--- src/rtl/dac_ser_pkg.sv ---
package dac_ser_pkg;
  localparam int ADDR_W_DEF = 4;
  localparam int DATA_W_DEF = 12;
  localparam int N_CH_DEF   = 8;

  // true when the address selects an existing channel
  function automatic logic addr_hits(input int unsigned addr, input int unsigned n_ch);
    return addr < n_ch;
  endfunction
endpackage

--- src/rtl/dac_ser_shift.sv ---
module dac_ser_shift #(
  parameter int FRAME_W = 16
) (
  input  logic               clk_i,
  input  logic               rst_ni,
  input  logic               load_i,
  input  logic               sdi_i,
  output logic [FRAME_W-1:0] frame_o,
  output logic               sdo_o
);
  logic [FRAME_W-1:0] frame_q;

  always_ff @(posedge clk_i or negedge rst_ni) begin
    if (!rst_ni)     frame_q <= '0;
    else if (load_i) frame_q <= {frame_q[FRAME_W-2:0], sdi_i};
  end

  assign frame_o = frame_q;
  assign sdo_o   = frame_q[FRAME_W-1];

  p_shift_in_r2: assert property (@(posedge clk_i) disable iff (!rst_ni)
    load_i |=> frame_q[0] == $past(sdi_i));
  p_shift_up_r1: assert property (@(posedge clk_i) disable iff (!rst_ni)
    load_i |=> frame_q[FRAME_W-1:1] == $past(frame_q[FRAME_W-2:0]));
  p_hold_r7: assert property (@(posedge clk_i) disable iff (!rst_ni)
    !load_i |=> $stable(frame_q));
endmodule

--- src/rtl/dac_ser_ctrl.sv ---
module dac_ser_ctrl #(
  parameter int ADDR_W = 4,
  parameter int DATA_W = 12,
  localparam int FRAME_W = ADDR_W + DATA_W
) (
  input  logic               clk_i,
  input  logic               rst_ni,
  input  logic               load_i,
  input  logic [FRAME_W-1:0] frame_i,
  output logic               wr_en_o,
  output logic [ADDR_W-1:0]  wr_addr_o,
  output logic [DATA_W-1:0]  wr_data_o
);
  logic load_q;
  logic fall;

  assign fall = load_q & ~load_i;

  always_ff @(posedge clk_i or negedge rst_ni) begin
    if (!rst_ni) begin
      load_q    <= 1'b0;
      wr_en_o   <= 1'b0;
      wr_addr_o <= '0;
      wr_data_o <= '0;
    end else begin
      load_q  <= load_i;
      wr_en_o <= fall;
      if (fall) begin
        wr_addr_o <= frame_i[FRAME_W-1 -: ADDR_W];
        wr_data_o <= frame_i[DATA_W-1:0];
      end
    end
  end

  // a commit lasts one cycle, since the fall needs load high again to recur
  p_single_commit_r4: assert property (@(posedge clk_i) disable iff (!rst_ni)
    wr_en_o |=> !wr_en_o);
  p_commit_idle_r4: assert property (@(posedge clk_i) disable iff (!rst_ni)
    wr_en_o |-> !load_q);
endmodule

--- src/rtl/dac_ser_bank.sv ---
module dac_ser_bank
  import dac_ser_pkg::*;
#(
  parameter int ADDR_W = 4,
  parameter int DATA_W = 12,
  parameter int N_CH   = 8,
  localparam int BUS_W = N_CH * DATA_W
) (
  input  logic              clk_i,
  input  logic              rst_ni,
  input  logic              wr_en_i,
  input  logic [ADDR_W-1:0] wr_addr_i,
  input  logic [DATA_W-1:0] wr_data_i,
  output logic [BUS_W-1:0]  ch_code_o
);
  logic [DATA_W-1:0] regs_q [N_CH];
  logic [N_CH-1:0]   sel;

  for (genvar i = 0; i < N_CH; i++) begin : g_ch
    assign sel[i] = wr_en_i && (wr_addr_i == ADDR_W'(i));

    always_ff @(posedge clk_i or negedge rst_ni) begin
      if (!rst_ni)     regs_q[i] <= '0;
      else if (sel[i]) regs_q[i] <= wr_data_i;
    end

    assign ch_code_o[i*DATA_W +: DATA_W] = regs_q[i];

    p_write_r5: assert property (@(posedge clk_i) disable iff (!rst_ni)
      sel[i] |=> ch_code_o[i*DATA_W +: DATA_W] == $past(wr_data_i));
    p_keep_r9: assert property (@(posedge clk_i) disable iff (!rst_ni)
      !sel[i] |=> $stable(ch_code_o[i*DATA_W +: DATA_W]));
  end

  p_noop_r6: assert property (@(posedge clk_i) disable iff (!rst_ni)
    (wr_en_i && !addr_hits(int'(wr_addr_i), N_CH)) |=> $stable(ch_code_o));
endmodule

--- src/rtl/dac_ser_if.sv ---
module dac_ser_if
  import dac_ser_pkg::*;
#(
  parameter int ADDR_W = ADDR_W_DEF,
  parameter int DATA_W = DATA_W_DEF,
  parameter int N_CH   = N_CH_DEF,
  localparam int FRAME_W = ADDR_W + DATA_W,
  localparam int BUS_W   = N_CH * DATA_W
) (
  input  logic             clk_i,
  input  logic             rst_ni,
  input  logic             load_i,
  input  logic             sdi_i,
  output logic             sdo_o,
  output logic             sdo_oe_o,
  output logic [BUS_W-1:0] ch_code_o
);
  logic [FRAME_W-1:0] frame;
  logic               wr_en;
  logic [ADDR_W-1:0]  wr_addr;
  logic [DATA_W-1:0]  wr_data;

  dac_ser_shift #(.FRAME_W(FRAME_W)) u_shift (
    .clk_i   (clk_i),
    .rst_ni  (rst_ni),
    .load_i  (load_i),
    .sdi_i   (sdi_i),
    .frame_o (frame),
    .sdo_o   (sdo_o)
  );

  dac_ser_ctrl #(.ADDR_W(ADDR_W), .DATA_W(DATA_W)) u_ctrl (
    .clk_i     (clk_i),
    .rst_ni    (rst_ni),
    .load_i    (load_i),
    .frame_i   (frame),
    .wr_en_o   (wr_en),
    .wr_addr_o (wr_addr),
    .wr_data_o (wr_data)
  );

  dac_ser_bank #(.ADDR_W(ADDR_W), .DATA_W(DATA_W), .N_CH(N_CH)) u_bank (
    .clk_i     (clk_i),
    .rst_ni    (rst_ni),
    .wr_en_i   (wr_en),
    .wr_addr_i (wr_addr),
    .wr_data_i (wr_data),
    .ch_code_o (ch_code_o)
  );

  assign sdo_oe_o = load_i;

  p_oe_idle_r3: assert property (@(posedge clk_i) disable iff (!rst_ni)
    !sdo_oe_o |=> $stable(sdo_o));
endmodule

--- config.mk ---
export PLATFORM = sky130hd
export DESIGN_NAME = dac_ser_if
export DESIGN_NICKNAME = d
export VERILOG_FILES = /design/src/rtl/dac_ser_pkg.sv /design/src/rtl/dac_ser_shift.sv /design/src/rtl/dac_ser_ctrl.sv /design/src/rtl/dac_ser_bank.sv /design/src/rtl/dac_ser_if.sv
export SDC_FILE = /design/constraint.sdc
export NUM_CORES = 1
export LEC_CHECK = 0
export BUFFER_PORTS_ARGS = -buffer_cell sky130_fd_sc_hd__buf_2
export CAP_MARGIN = 20
export CORE_MARGIN = 2
export CORE_UTILIZATION = 54
export DETAILED_ROUTE_END_ITERATION = 6
export PLACE_DENSITY_LB_ADDON = 0.12
export SLEW_MARGIN = 15
export SYNTH_ARGS = -nofsm -noshare
export SYNTH_HDL_FRONTEND = slang
export SYNTH_SLANG_ARGS = --single-unit
--- constraint.sdc ---
create_clock -name clk_i -period 1.8 [get_ports clk_i]
set_input_delay 0.18 -clock clk_i [delete_from_list [all_inputs] [get_ports clk_i]]
set_output_delay 0.18 -clock clk_i [all_outputs]
set_load 0.005 [all_outputs]
==> metrics.yaml <==
grt_pass1_vias: 2888
p_leak_nw: 3.310
slowest_stage: "dfrtp_1"
syn2layout_area_growth_pct: 25.72
avgSynthCellArea_um2: 17.62
grt.total_usage_pct: 20.43
ir_drop_uv: 903.8
ioPinCount: 102
ys_seq_elements: 130
cts_buffers: 17
stdcell_count: 526
outcome: "finished, final reports clean"
grt_overflow: 0
start_util_pct: 54.95
final_hold_viol_count: 0
final_nets: 408
drc: 0
crit_family: "simple AND/OR/NAND/NOR gates"
critPathCaptureType: "register"
ys_seq_area_share_pct: 65.00
dr.pass1.iters: 4
place_inst: 494
clock_skew_ns: 0.008320
drt-total-wl_um: 9484
critPathMaxFanout: 12
drive_above_1_share_pct: 66.99
coreArea_mm2: 0.009109
syn_inst: 284
synthFlopType: "dfrtp_1"
critPathLaunchType: "register"
place_hpwl_um: 6439
yosysWarnings: 0
cp_cell_sequence: "nor3b_4 > and3_4 > mux2_2"
io_buffers: 101
cp.arrival_ns: 1.93
cap_viol_max_count: 0
gp_congestion: 0.7131
cts_tree: "built"
antenna_found_initial: 0
fp-row-count: 35
fmax_mhz: 645.8
path_buf_inv: 0
cts_num_sinks: 130
yosysUniqueCellTypes: 17
setup_tns_ns: 0
dieArea_mm2: 0.01005
num_antenna_cells: 0
synth-edff-count: 0
drt_iter0_drc: 55
syn_nets: 288
die_w_um: 100.3
synth_top_area_cell: "dfrtp_1"
syn_area_mm2: 0.005005
tightest_slew_ns: 0.3502
slew_headroom_pct: 76.57
cts_buffer_depth: 2
vias: 2785
ys_top_cells_by_area: "dfrtp_1 65%, mux2_2 24%, mux2_4 6.0%"
grt_setup_unrepaired: "false"
grt_max_degree: 45
grt_pass1_wl_um: 15350
hp-class: "input port to register"
post-route-period-util_pct: 86.02
p_per_area_mw_per_mm2: 1725
routed_via_density: 5.295
cts_max_level: 4
setup_violations: 0
yosysMostFrequentCell: "dfrtp_1"
netlist_top_cells_count: "130 x dfrtp_1, 107 x mux2_2, 20 x mux2_4, 5 x buf_2"
clock_latency_ns: 0.51
cpPeakStageDelay_ns: 0.42
root_buffer: "clkbuf_8"
p_total_mw: 10.86
yosysTopAreaCellShare_pct: 65.00
postRouteAntennaNets: 0
drv_slew: 0
die_y_um: 100.3
worst-setup-path-type: "register to register"
async_flop_share_pct: 100.0
fin_crit_ns: 1.548
required_ns: 2.19
wl_per_cell_um: 18.03
clkTransAtPathRegs_ns: 0.06
==> layout make-up <==
class | count | area (um2)
timing repair buffer | 114 | 635.6
fill | 639 | 2816
clock inverter | 10 | 157.7
sequential | 130 | 3253
tap | 111 | 138.9
clock buffer | 20 | 455.4
multi-input combinational | 141 | 1652
==> metal layers <==
metal	up-vias	track usage (%)	part of all wire, %
met3	9	5.571	3.9
met2	65	31.65	49
met5	-	0	0
met1	1456	27.75	46
met4	0	7.903	1.0
li1	1255	-	-
==> flip-flops by register name, summed over array words and instances (netlist names) <==
name	flops
u_bank.ch_code_o	96
u_shift.frame_o	16
u_ctrl.wr_data_o	12
u_ctrl.wr_addr_o	4
u_ctrl.load_q	1
u_ctrl.wr_en_o	1
==> power by group <==
part / total, mW / internal [mW] / leakage, nW / switching [mW]
Clock: 3.51 / 2.33 / 0.295 / 1.18
Sequential: 4.90 / 4.00 / 1.68 / 0.900
Combinational: 2.44 / 1.58 / 1.34 / 0.858
Total: 10.9 / 7.92 / 3.31 / 2.93
==> worst reg2reg max path, stage by stage, from the launching register on <==
cell and delay, ns:
dfrtp_1 0.42, nor3b_4 0.30, and3_4 0.34, mux2_2 0.36
==> worst paths after layout <==
path / endpoint / from / slack (ns) / cells after the start
min in group asynchronous: u_bank.ch_code_o[34] / rst_ni / 0.11 / 2
worst min-delay path: u_ctrl.load_q / load_i / 0.05 / 2
worst min register to register: u_bank.ch_code_o[24] / u_bank.ch_code_o[24] / 0.50 / 1
max in group asynchronous: u_bank.ch_code_o[26] / rst_ni / 1.07 / 3
worst max-delay path: u_bank.ch_code_o[40] / u_ctrl.wr_addr_o[3] / 0.25 / 3
worst max register to register: u_bank.ch_code_o[40] / u_ctrl.wr_addr_o[3] / 0.25 / 3
==> metrics by stage <==
| stage | setup WS, ns | instance area (um2) | utilization (%) | hold slack, ns |
|---|---|---|---|---|
| global route | 0.1480 | 6292 | 69.08 | 0.03550 |
| floorplan | 0.3031 | 5005 | - | -0.1156 |
| detailed placement | 0.2447 | 5659 | 62.13 | 0.1048 |
| finish | 0.2516 | 6292 | 69.08 | 0.04987 |
| global placement | 0.3002 | 5659 | 62.13 | 0.1062 |
| CTS | 0.2247 | 6292 | 69.08 | 0.02611 |
==> timing repair <==
item / CTS / global route
endpoints found under the hold margin: 131 / 0
setup buffers: 0 / 0
hold buffers: 2 / 0
gates resized for setup: 0 / 0
==> kinds of logic (layout without fill, tap and decap cells) <==
logic type             after synthesis  count (layout)  synth area share (%)
multiplexers                       128             128                 30.30
flip-flops                         130             130                 65.00
buffers and inverters               13             144                 2.000
AND/OR/NAND/NOR                     13              13                 2.700
==> cell usage in the layout (no fill, tap or decap) <==
| master | Yosys | routed |
|---|---|---|
| nor2b_1 | 1 | 1 |
| nor2_1 | 2 | 2 |
| clkinv_2 | 0 | 3 |
| nor3b_4 | 1 | 1 |
| mux2_4 | 20 | 20 |
| dlygate4sd3_1 | 0 | 2 |
| bufinv_16 | 0 | 4 |
| nand2b_4 | 1 | 1 |
| nand3b_2 | 2 | 2 |
| nor3b_2 | 2 | 2 |
| buf_2 | 5 | 100 |
| nand3b_4 | 1 | 1 |
| clkinvlp_4 | 0 | 3 |
| nand2_1 | 1 | 1 |
| and3_4 | 1 | 1 |
| mux2_2 | 107 | 107 |
| buf_12 | 0 | 2 |
| clkbuf_8 | 0 | 4 |
| nand2_2 | 1 | 1 |
| buf_4 | 4 | 10 |
| clkbuf_16 | 0 | 16 |
| mux2_1 | 1 | 1 |
| dfrtp_1 | 130 | 130 |
Power figures use the tool's default switching activity.
